--- src/rtl/dcd_pkg.sv ---
// Shared types and the segment encoding for the multiplexed counter display.
// Assumes a four-digit display and common-cathode, active-high segments.
package dcd_pkg;

    localparam int DIGITS   = 4;
    localparam int COUNT_W  = 16;
    localparam int COUNT_MAX = 9999;

    typedef logic [3:0] bcd_t;

    // Maps a BCD code onto segments a..g (bit 0 = a); codes 10..15 are blank.
    function automatic logic [6:0] seg7_of(input bcd_t code);
        logic [6:0] pat;
        case (code)
            4'd0:    pat = 7'h3F;
            4'd1:    pat = 7'h06;
            4'd2:    pat = 7'h5B;
            4'd3:    pat = 7'h4F;
            4'd4:    pat = 7'h66;
            4'd5:    pat = 7'h6D;
            4'd6:    pat = 7'h7D;
            4'd7:    pat = 7'h07;
            4'd8:    pat = 7'h7F;
            4'd9:    pat = 7'h6F;
            default: pat = 7'h00;
        endcase
        return pat;
    endfunction

endpackage

--- src/rtl/dcd_period_timer.sv ---
// Free-running period timer: emits a one-cycle pulse every PERIOD cycles.
// Assumes PERIOD >= 2. Counts from reset release, independent of any enable.
module dcd_period_timer #(
    parameter int PERIOD = 4
) (
    input  logic clk,
    input  logic rst_n,
    output logic tick
);
    localparam int W = (PERIOD > 2) ? $clog2(PERIOD) : 1;
    localparam logic [W-1:0] LAST = W'(PERIOD - 1);

    logic [W-1:0] cnt;

    // Wrapping cycle counter.
    always_ff @(posedge clk) begin
        if (!rst_n)           cnt <= '0;
        else if (cnt == LAST) cnt <= '0;
        else                  cnt <= cnt + 1'b1;
    end

    assign tick = (cnt == LAST);

endmodule

--- src/rtl/dcd_bin_counter.sv ---
// Binary 0..MAX counter advanced on the rising edge of a slow flag while the
// run enable is high. Assumes the flag holds for at least one cycle per level.
module dcd_bin_counter #(
    parameter int W   = 16,
    parameter int MAX = 9999
) (
    input  logic         clk,
    input  logic         rst_n,
    input  logic         run_en,
    input  logic         slow_flag,
    output logic [W-1:0] count
);
    localparam logic [W-1:0] TOP = W'(MAX);

    logic flag_q;

    // Edge history of the slow flag and the count itself.
    always_ff @(posedge clk) begin
        if (!rst_n) begin
            flag_q <= 1'b0;
            count  <= '0;
        end else begin
            flag_q <= slow_flag;
            if (run_en && slow_flag && !flag_q)
                count <= (count == TOP) ? '0 : count + 1'b1;
        end
    end

    assert_count_range_R1: assert property (@(posedge clk) disable iff (!rst_n)
        count <= TOP);

    assert_count_step_R1: assert property (@(posedge clk) disable iff (!rst_n)
        (count != $past(count)) |->
            ((count == $past(count) + 1'b1) || ($past(count) == TOP && count == '0)));

    assert_count_hold_R2: assert property (@(posedge clk) disable iff (!rst_n)
        !$past(run_en) |-> (count == $past(count)));

endmodule

--- src/rtl/dcd_digit_splitter.sv ---
// Splits a binary value into four BCD digits by three restoring
// shift-and-subtract divisions by ten (W cycles each). Assumes the value is
// at most 9999 so the final quotient fits one digit. done pulses once.
module dcd_digit_splitter
    import dcd_pkg::*;
#(
    parameter int W = 16
) (
    input  logic                  clk,
    input  logic                  rst_n,
    input  logic                  start,
    input  logic [W-1:0]          value,
    output logic [DIGITS-1:0][3:0] dig,
    output logic                  done,
    output logic                  busy
);
    localparam int BW = $clog2(W);
    localparam logic [BW-1:0] LAST_BIT = BW'(W - 1);
    localparam int SW = $clog2(DIGITS);
    localparam logic [SW-1:0] LAST_STAGE = SW'(DIGITS - 2);
    localparam int BOUND = (DIGITS - 1) * W + 1;

    typedef enum logic {SP_IDLE, SP_RUN} sp_state_t;

    sp_state_t     state;
    logic [W-1:0]  quo;
    logic [3:0]    rem;
    logic [BW-1:0] bitn;
    logic [SW-1:0] stage;

    logic [4:0]    trial;
    logic          ge;
    logic [3:0]    rem_n;
    logic [W-1:0]  quo_n;

    // One restoring division step: bring down a bit, subtract ten if it fits.
    always_comb begin
        trial = {rem, quo[W-1]};
        ge    = (trial >= 5'd10);
        rem_n = ge ? 4'(trial - 5'd10) : trial[3:0];
        quo_n = {quo[W-2:0], ge};
    end

    // Sequencer: load on start, step every cycle, store digits per stage.
    always_ff @(posedge clk) begin
        if (!rst_n) begin
            state <= SP_IDLE;
            quo   <= '0;
            rem   <= '0;
            bitn  <= '0;
            stage <= '0;
            dig   <= '0;
            done  <= 1'b0;
        end else begin
            done <= 1'b0;
            case (state)
                SP_IDLE: begin
                    if (start) begin
                        state <= SP_RUN;
                        quo   <= value;
                        rem   <= '0;
                        bitn  <= '0;
                        stage <= '0;
                    end
                end
                SP_RUN: begin
                    if (bitn == LAST_BIT) begin
                        dig[stage] <= rem_n;
                        quo        <= quo_n;
                        rem        <= '0;
                        bitn       <= '0;
                        if (stage == LAST_STAGE) begin
                            dig[DIGITS-1] <= quo_n[3:0];
                            state         <= SP_IDLE;
                            done          <= 1'b1;
                        end else begin
                            stage <= stage + 1'b1;
                        end
                    end else begin
                        quo  <= quo_n;
                        rem  <= rem_n;
                        bitn <= bitn + 1'b1;
                    end
                end
                default: state <= SP_IDLE;
            endcase
        end
    end

    assign busy = (state == SP_RUN);

    // Checker counter: cycles spent in one conversion.
    logic [$clog2(BOUND+2)-1:0] run_len;
    always_ff @(posedge clk) begin
        if (!rst_n || !busy) run_len <= '0;
        else                 run_len <= run_len + 1'b1;
    end

    assert_conv_bounded_R9: assert property (@(posedge clk) disable iff (!rst_n)
        run_len <= ($clog2(BOUND+2))'(BOUND));

    assert_start_idle_R9: assert property (@(posedge clk) disable iff (!rst_n)
        start |-> !busy);

    assert_digits_bcd_R4: assert property (@(posedge clk) disable iff (!rst_n)
        done |-> (dig[0] <= 4'd9 && dig[1] <= 4'd9 && dig[2] <= 4'd9 && dig[3] <= 4'd9));

endmodule

--- src/rtl/dcd_digit_scan.sv ---
// Digit scanner: rotates a one-hot select on each scan tick, asks for a new
// conversion on entering the last digit and latches the result on wrap, so a
// full scan never mixes two count values. Assumes conversions end in one period.
module dcd_digit_scan
    import dcd_pkg::*;
(
    input  logic                   clk,
    input  logic                   rst_n,
    input  logic                   scan_tick,
    input  logic [DIGITS-1:0][3:0] next_dig,
    output logic [DIGITS-1:0]      digit_sel,
    output logic [3:0]             bcd,
    output logic                   conv_start,
    output logic                   wrap
);
    localparam int PW = $clog2(DIGITS);
    localparam logic [PW-1:0] LAST_POS = PW'(DIGITS - 1);

    logic [PW-1:0]           pos;
    logic [DIGITS-1:0][3:0]  disp;

    // Scan position advance.
    always_ff @(posedge clk) begin
        if (!rst_n)         pos <= '0;
        else if (scan_tick) pos <= pos + 1'b1;
    end

    // Display snapshot, replaced only at the wrap to the first digit.
    always_ff @(posedge clk) begin
        if (!rst_n)    disp <= '0;
        else if (wrap) disp <= next_dig;
    end

    assign conv_start = scan_tick && (pos == LAST_POS - 1'b1);
    assign wrap       = scan_tick && (pos == LAST_POS);
    assign digit_sel  = DIGITS'(1) << pos;
    assign bcd        = disp[pos];

    assert_sel_onehot_R5: assert property (@(posedge clk) disable iff (!rst_n)
        $countones(digit_sel) == 1);

    assert_sel_rotate_R5: assert property (@(posedge clk) disable iff (!rst_n)
        (digit_sel != $past(digit_sel)) |->
            (digit_sel == {$past(digit_sel[DIGITS-2:0]), $past(digit_sel[DIGITS-1])}));

    assert_shown_bcd_R4: assert property (@(posedge clk) disable iff (!rst_n)
        bcd <= 4'd9);

endmodule

--- src/rtl/scan_counter_display.sv ---
// Top: 0..9999 counter on a slow tick, shown on four multiplexed digits
// scanned by a fast tick. Assumes CYC_COUNT even and >= 4, CYC_SCAN > 50.
module scan_counter_display
    import dcd_pkg::*;
#(
    parameter int CYC_SCAN  = 600_000,
    parameter int CYC_COUNT = 20_000_000,
    parameter bit SEG_EN    = 1'b1
) (
    input  logic       clk,
    input  logic       rst_n,
    input  logic       run_en,
    output logic [3:0] digit_sel,
    output logic [5:0] digit_code,
    output logic [6:0] seg
);
    localparam int HALF_COUNT = CYC_COUNT / 2;

    logic                   scan_tick;
    logic                   half_tick;
    logic                   slow_flag;
    logic [COUNT_W-1:0]     count;
    logic [DIGITS-1:0][3:0] conv_dig;
    logic                   conv_done;
    logic                   conv_busy;
    logic                   conv_start;
    logic                   wrap;
    logic [3:0]             bcd;

    dcd_period_timer #(.PERIOD(CYC_SCAN)) scan_tmr_i (
        .clk(clk), .rst_n(rst_n), .tick(scan_tick));

    dcd_period_timer #(.PERIOD(HALF_COUNT)) slow_tmr_i (
        .clk(clk), .rst_n(rst_n), .tick(half_tick));

    // Slow flag toggles every half period, giving one rising edge per period.
    always_ff @(posedge clk) begin
        if (!rst_n)         slow_flag <= 1'b0;
        else if (half_tick) slow_flag <= !slow_flag;
    end

    dcd_bin_counter #(.W(COUNT_W), .MAX(COUNT_MAX)) cnt_i (
        .clk(clk), .rst_n(rst_n), .run_en(run_en),
        .slow_flag(slow_flag), .count(count));

    dcd_digit_splitter #(.W(COUNT_W)) split_i (
        .clk(clk), .rst_n(rst_n), .start(conv_start), .value(count),
        .dig(conv_dig), .done(conv_done), .busy(conv_busy));

    dcd_digit_scan scan_i (
        .clk(clk), .rst_n(rst_n), .scan_tick(scan_tick), .next_dig(conv_dig),
        .digit_sel(digit_sel), .bcd(bcd), .conv_start(conv_start), .wrap(wrap));

    assign digit_code = {bcd, 2'b00};

    // Optional segment encoder.
    generate
        if (SEG_EN) begin : g_seg
            assign seg = seg7_of(bcd);
        end else begin : g_noseg
            assign seg = '0;
        end
    endgenerate

    assert_snapshot_ready_R9: assert property (@(posedge clk) disable iff (!rst_n)
        wrap |-> !conv_busy);

    assert_done_before_wrap_R9: assert property (@(posedge clk) disable iff (!rst_n)
        conv_done |-> !wrap);

endmodule

--- config.mk ---
export PLATFORM = sky130hd
export DESIGN_NAME = scan_counter_display
export DESIGN_NICKNAME = d
export VERILOG_FILES = /design/src/rtl/dcd_pkg.sv /design/src/rtl/dcd_period_timer.sv /design/src/rtl/dcd_bin_counter.sv /design/src/rtl/dcd_digit_splitter.sv /design/src/rtl/dcd_digit_scan.sv /design/src/rtl/scan_counter_display.sv
export SDC_FILE = /design/constraint.sdc
export NUM_CORES = 1
export LEC_CHECK = 0
export ABC_CLOCK_PERIOD_IN_PS = 4000
export BUFFER_PORTS_ARGS = -buffer_cell sky130_fd_sc_hd__buf_2
export CAP_MARGIN = 20
export CORE_MARGIN = 1.5
export CORE_UTILIZATION = 40
export DETAILED_ROUTE_END_ITERATION = 7
export PLACE_DENSITY_LB_ADDON = 0.08
export SYNTH_ARGS = -nofsm -noshare
export SYNTH_HDL_FRONTEND = slang
export SYNTH_HIERARCHICAL = 1
export SYNTH_SLANG_ARGS = --single-unit
export TNS_END_PERCENT = 30
--- constraint.sdc ---
create_clock -name clk -period 4 [get_ports clk]
set_input_delay 0.4 -clock clk [delete_from_list [all_inputs] [get_ports clk]]
set_output_delay 0.4 -clock clk [all_outputs]
set_load 0.01 [all_outputs]
==> results.md, run 1 <==
* GRT Resource Usage Total at 0.1700
* Crit Path Class: register to primary output
* CP Capture Type: primary output
* Placed Instances at 868
* Fillers at 1476
* Nets@finish at 723
* Worst R2R End: split_i/bitn[3]
* Sw Ratio at 0.2001
* Final Hold Fails at 0
* Fmax at 0.3440 GHz
* Clk slew on worst S/H paths at 0.05 ns
* Syn Area/Cell at 8.871 um^2
* Setup TNS at 0 ns
* Max Used Layer: met4
* Wire per inst at 14.62 um
* DR WL met2 at 6115 um
* Hold Crit Class: input port to register
* Max IR drop VDD at 0.3018 mV
* Slowest CP cell: mux4_2
* Routed WL at 13190 um
* Std-Cell Rows at 45
* Crit path max fanout at 8
* Clock sinks at 123
* Util after Layout at 0.4592
* CTS max path bufs at 2
* Die area at 16280 um^2
* Drt first pass iters at 4
* Postcts setup bufs at 0
* Total core area at 15200 um^2
* Total gr overflow at 0
* Power Internal at 2.333 mW
* Htree depth at 4
* Vias in the first global route at 4602
* CTS Buf Count at 17
* Die W at 127.6 um
* Detailed Place HPWL at 8834 um
* Initial antenna violation count at 0
* CTS resizes at 0
* P&R area growth vs syn at 12.41%
* Metal3 WL at 365 um
* Mapped Cells at 700
* Cell Area, Synth at 6210 um^2
* Worst Path Buf+Inv at 2
* Ports at 20
* Slew HR at 0.3800
* Die height at 127.6 um
* Unrepaired setup endpoints after global routing: no
* First-pass GRT wire length at 22160 um
* Vias at 4854
* Sw Pwr at 583.6 uW
* Initial core utilization at 0.4085
* Number of port buffers at 17
* Clk pwr share at 0.561
* Worst Path Required at 3.60 ns
* CP startpoint kind: register
* Via density at 5.381
* Final setup violation count at 0
* R2r setup slk at 1.31 ns
* RR Startpoint: scan_tmr_i/cnt[0]
* Worst EP arrival at 2.51 ns
* Outcome: complete, no violations
* Share of power burned in registers at 0.424
* Starting DRC count in detailed routing at 264
* Cell family with most CP delay: multiplexers
* Least-Margin Pin Slew at 0.9199 ns
* Final Slew Violations at 0
* Final routed DRC violation total at 0
* Root Driver: clkbuf_16
* Placer Congestion at 0.7213
* # hold bufs at CTS at 0
* Fin cells at 902
* Leak at 2.533 nW
* Fin crit share at 0.7268
* Synth Warn # at 6
* WHS Path Cells at 2
* Comb power frac at 0.015
* Largest net degree at the start of global routing at 45
* Antenna-violating nets left at 0
* Maxcap violations at 0
* Worst Hold End: cnt_i/count[2]
* CTS tree: yes
* PwrDens at 417.9 nW/um^2
* Ant. Diodes at 0
* R2R cell count at 9
* DRT met1 WL at 6482 um
* Layout cells sized above 1 at 0.1246
* Worst Min Path Start: rst_n
* Clk_lat worst skew at 0.42 ns
* Crit-path cells: mux4_2, inv_1, ha_1, nor2_1, a21oi_2, o22ai_1, buf_2
* Clk_skew at 0.009315 ns
* Critical path's largest stage delay at 0.70 ns
* Min cycle time layout at 2.907 ns
power by group through the flow:
stage	Sequential [mW]	Clock, mW	Combinational (mW)
after floorplan	1.26	0	0.0339
after global placement	1.26	0	0.0410
after detailed placement	1.26	0	0.0412
after CTS	1.24	1.69	0.0414
after global routing	1.24	1.73	0.0510
final	1.24	1.64	0.0450
cells in the final DEF, fill, tap and decap left out, types with 4 or more instances in the layout:
cell,instances
and3_1,21
xor2_1,18
a21oi_1,43
nand4_1,19
buf_2,17
clkbuf_16,17
mux2i_1,22
buf_4,5
or3_1,12
nand3_1,31
xnor2_1,21
o21ai_0,28
nor3_1,13
and2_1,10
ha_1,19
nor4_1,11
nand2_1,29
a21boi_0,16
a211oi_1,5
mux4_2,4
dfxtp_1,123
nor2_1,104
and4_1,5
o21ai_1,4
inv_1,20
bufinv_16,4
o21a_1,17
area by class of cell:
cell class              count  area, um^2  area share
well taps                 188       235.2     0.03370
clock buffers              21       470.5     0.06740
repair buffers             24       161.4     0.02312
inverters                  20       75.07     0.01075
multi-input cells         515        3410      0.4884
flip-flops and latches    123        2462      0.3528
clock inverters            11       166.4     0.02384
through the flow:
| stage | area, um^2 | power [mW] | hold WS (ns) | setup slack [ns] |
|---|---|---|---|---|
| after floorplan | 6213 | 1.296 | 0.4215 | 1.531 |
| after global placement | 6305 | 1.303 | 0.4374 | 1.297 |
| after detailed placement | 6305 | 1.304 | 0.4470 | 1.230 |
| after CTS | 6942 | 2.963 | 0.2956 | 1.057 |
| after global routing | 6980 | 3.020 | 0.3113 | 0.9100 |
| final | 6980 | 2.917 | 0.3049 | 1.093 |
layer usage:
metal | vias to the layer above | track usage
met2 | 52 | 0.2734
met1 | 2306 | 0.2176
met4 | 0 | 0.07138
met5 | - | 0
met3 | 16 | 0.04271
li1 | 2480 | -
how the worst max path moves through the flow:
| stage | start | endpoint | slack [ns] | cells past startpoint |
|---|---|---|---|---|
| detailed placement | scan_tmr_i/cnt[0] | split_i/bitn[3] | 1.23 | 9 |
| finish | scan_i/pos[0] | seg[0] | 1.09 | 7 |
| global route | scan_i/pos[0] | seg[4] | 0.91 | 6 |
| global placement | scan_tmr_i/cnt[0] | split_i/bitn[3] | 1.30 | 9 |
| CTS | scan_i/pos[0] | seg[0] | 1.06 | 7 |
| floorplan | scan_tmr_i/cnt[2] | split_i/quo[8] | 1.53 | 12 |
registers in the layout (all words and copies together), names as in the netlist, 2 cells and up:
register / count
cnt_i/count: 16
scan_i/disp: 16
scan_i/pos: 2
scan_tmr_i/cnt: 20
slow_tmr_i/cnt: 24
split_i/bitn: 4
split_i/dig: 16
split_i/quo: 16
split_i/rem: 4
split_i/stage: 2
Power figures use the tool's default switching activity.
==> run 2: changes to the inputs <==
--- a/config.mk
+++ b/config.mk
@@ -5,7 +5,7 @@
 export SDC_FILE = /design/constraint.sdc
 export NUM_CORES = 1
 export LEC_CHECK = 0
-export ABC_CLOCK_PERIOD_IN_PS = 4000
+export ABC_CLOCK_PERIOD_IN_PS = 2400
 export BUFFER_PORTS_ARGS = -buffer_cell sky130_fd_sc_hd__buf_2
 export CAP_MARGIN = 20
 export CORE_MARGIN = 1.5
==> constraint.sdc (replaced) <==
create_clock -name clk -period 2.4 [get_ports clk]
set_input_delay 0.24 -clock clk [delete_from_list [all_inputs] [get_ports clk]]
set_output_delay 0.24 -clock clk [all_outputs]
set_load 0.01 [all_outputs]
==> results.md, run 2 (same netlist as run 1, synthesis figures left out) <==
* First-pass GRT wire length at 22470 um (+1.4%)
* Crit Path Class: register to primary output
* Clk_lat worst skew at 0.42 ns (about the same)
* Starting DRC count in detailed routing at 264 (unchanged)
* CTS Buf Count at 17 (unchanged)
* R2r setup slk at 0.26 ns (-1.05 ns)
* Initial antenna violation count at 0 (unchanged)
* Worst R2R End: split_i/quo[13]
* Multi-input logic area at 3470 um^2 (+1.8%)
* Slew HR at 0.6102 (+0.2302)
* Vias at 4877 (+0.47%)
* Worst Path Required at 2.16 ns (-1.44 ns)
* P&R area growth vs syn at 15.21%
* Die area at 16280 um^2 (unchanged)
* Comb power frac at 0.015 (about the same)
* Overall power at 4.861 mW (+67%)
* Htree depth at 4 (unchanged)
* CTS tree: yes
* Most frequent cells in the layout: 122 x dfxtp_1, 103 x nor2_1, 43 x a21oi_1
* Largest net degree at the start of global routing at 39 (-13%)
* Total gr overflow at 0 (unchanged)
* Final hold slack at 0.2350 ns (-0.06992 ns)
* Least-Margin Pin Slew at 0.5819 ns (-0.3379 ns)
* Hold Crit Class: input port to register
* Maxcap violations at 0 (unchanged)
* Fmax at 0.4213 GHz
* Layout cells sized above 1 at 0.1525 (+0.02782)
* Total core area at 15200 um^2 (unchanged)
* Min cycle time layout at 2.374 ns
* Crit path launch: scan_i/pos[0]
* Final setup violation count at 0 (unchanged)
* Number of port buffers at 17 (unchanged)
* PwrDens at 679.4 nW/um^2 (+63%)
* Clk pwr share at 0.561 (about the same)
* Root Driver: clkbuf_16
* Detailed Place HPWL at 8900 um (+0.74%)
* CTS max path bufs at 2 (unchanged)
* Drt first pass iters at 4 (unchanged)
* GRT Resource Usage Total at 0.1715 (+0.001580)
* CP startpoint kind: register
* # hold bufs at CTS at 0 (unchanged)
* Die height at 127.6 um (unchanged)
* Largest regs: slow_tmr_i/cnt x24, scan_tmr_i/cnt x20
* Max IR drop VDD at 0.4824 mV (+60%)
* Last element of the critical path: seg[0]
* Nets@finish at 737 (+1.9%)
* Clk_skew at 0.007565 ns (-0.001750 ns)
* Crit path max fanout at 5 (-3)
* Initial core utilization at 0.4085 (unchanged)
* Antenna-violating nets left at 0 (unchanged)
* Final Hold Fails at 0 (unchanged)
* Worst EP arrival at 2.13 ns (-0.38 ns)
* Leak at 2.613 nW (+3.2%)
* Via density at 5.324 (-1.1%)
* Max FFs per register at 24 (unchanged)
* CP Capture Type: primary output
* Clk slew on worst S/H paths at 0.06 ns (about the same)
* Ant. Diodes at 0 (unchanged)
* Commonest non-fill, non-tap cell in the layout: dfxtp_1
* Placed Instances at 881 (+1.5%)
* Power Internal at 3.888 mW (+67%)
* Fillers at 1454 (-1.5%)
* Wire per inst at 14.24 um (-2.6%)
* Final Slew Violations at 0 (unchanged)
* Placer Congestion at 0.7822 (+8.4%)
* Outcome: complete, no violations
* Fin cells at 916 (+1.6%)
* Ports at 20 (unchanged)
* Die W at 127.6 um (unchanged)
* Sequential standard cell area at 2464 um^2 (about the same)
* Clock sinks at 123 (unchanged)
* Share of power burned in registers at 0.424 (about the same)
* R2R cell count at 9 (unchanged)
* Std-Cell Rows at 45 (unchanged)
* Vias in the first global route at 4667 (+1.4%)
* Routed WL at 13040 um (-1.1%)
* Final routed DRC violation total at 0 (unchanged)
* RR Startpoint: scan_tmr_i/cnt[12]
* Sw Pwr at 973.2 uW (+67%)
* Sw Ratio at 0.2002 (about the same)
* Register name with the most flops: slow_tmr_i/cnt
* Fin crit share at 0.9890
* Unrepaired setup endpoints after global routing: yes
run 2: through the flow:
| stage | setup TNS (ns) | utilization | cell area, um^2 | worst slack [ns] |
|---|---|---|---|---|
| global placement | 0 | 0.4226 | 6424 | 0.2495 |
| CTS | 0 | 0.4656 | 7078 | 0.01109 |
| global route | -0.2515 | 0.4706 | 7154 | -0.07201 |
| detailed placement | 0 | 0.4226 | 6424 | 0.2668 |
| finish | 0 | 0.4706 | 7154 | 0.02634 |
| floorplan | 0 | - | 6222 | 0.03134 |
run 2: area by class of cell:
class | instances | share of cell area
clock buffers | 21 | 0.06576
flip-flops and latches | 123 | 0.3444
multi-input cells | 515 | 0.4850
inverters | 20 | 0.01154
well taps | 188 | 0.03288
clock inverters | 11 | 0.02326
repair buffers | 38 | 0.03725
run 2: worst min-delay path by stage:
stage	startpoint	end	slack [ns]	cells after the start
final	run_en	cnt_i/count[0]	0.23	4
after global routing	run_en	cnt_i/count[0]	0.26	4
after CTS	run_en	cnt_i/count[0]	0.23	4
after detailed placement	split_i/dig[9]	split_i/dig[9]	0.45	2
after global placement	scan_tmr_i/cnt[0]	scan_tmr_i/cnt[0]	0.44	1
after floorplan	rst_n	cnt_i/count[2]	0.36	1
run 2: power groups by stage:
| stage | combinational, mW | sequential, mW | clock [mW] |
|---|---|---|---|
| after floorplan | 0.0565 | 2.10 | 0 |
| after global placement | 0.0722 | 2.10 | 0 |
| after detailed placement | 0.0735 | 2.10 | 0 |
| after CTS | 0.0736 | 2.06 | 2.79 |
| after global routing | 0.0804 | 2.06 | 2.90 |
| final | 0.0718 | 2.06 | 2.73 |
run 2: worst max-delay path, stage by stage (launching register included):
cell and delay [ns]:
dfxtp_2 0.34, buf_6 0.11, mux4_2 0.60, ha_4 0.21, nor2_4 0.08, a21oi_2 0.05, o22ai_1 0.17, buf_2 0.15
run 2: repair_timing:
action                     4_1_cts  5_1_grt
pin swaps                        1        3
resized for setup                7       12
buffers inserted                 1        2
setup endpoints to repair        6        6
run 2: per-layer routing:
metal  global-route usage  wire [um]  vias to the layer above
li1                     -          -                     2514
met1               0.2270       6452                     2314
met5                    0          0                        -
met2               0.2696       6165                       38
met3              0.04774        297                       11
met4              0.05948        127                        0
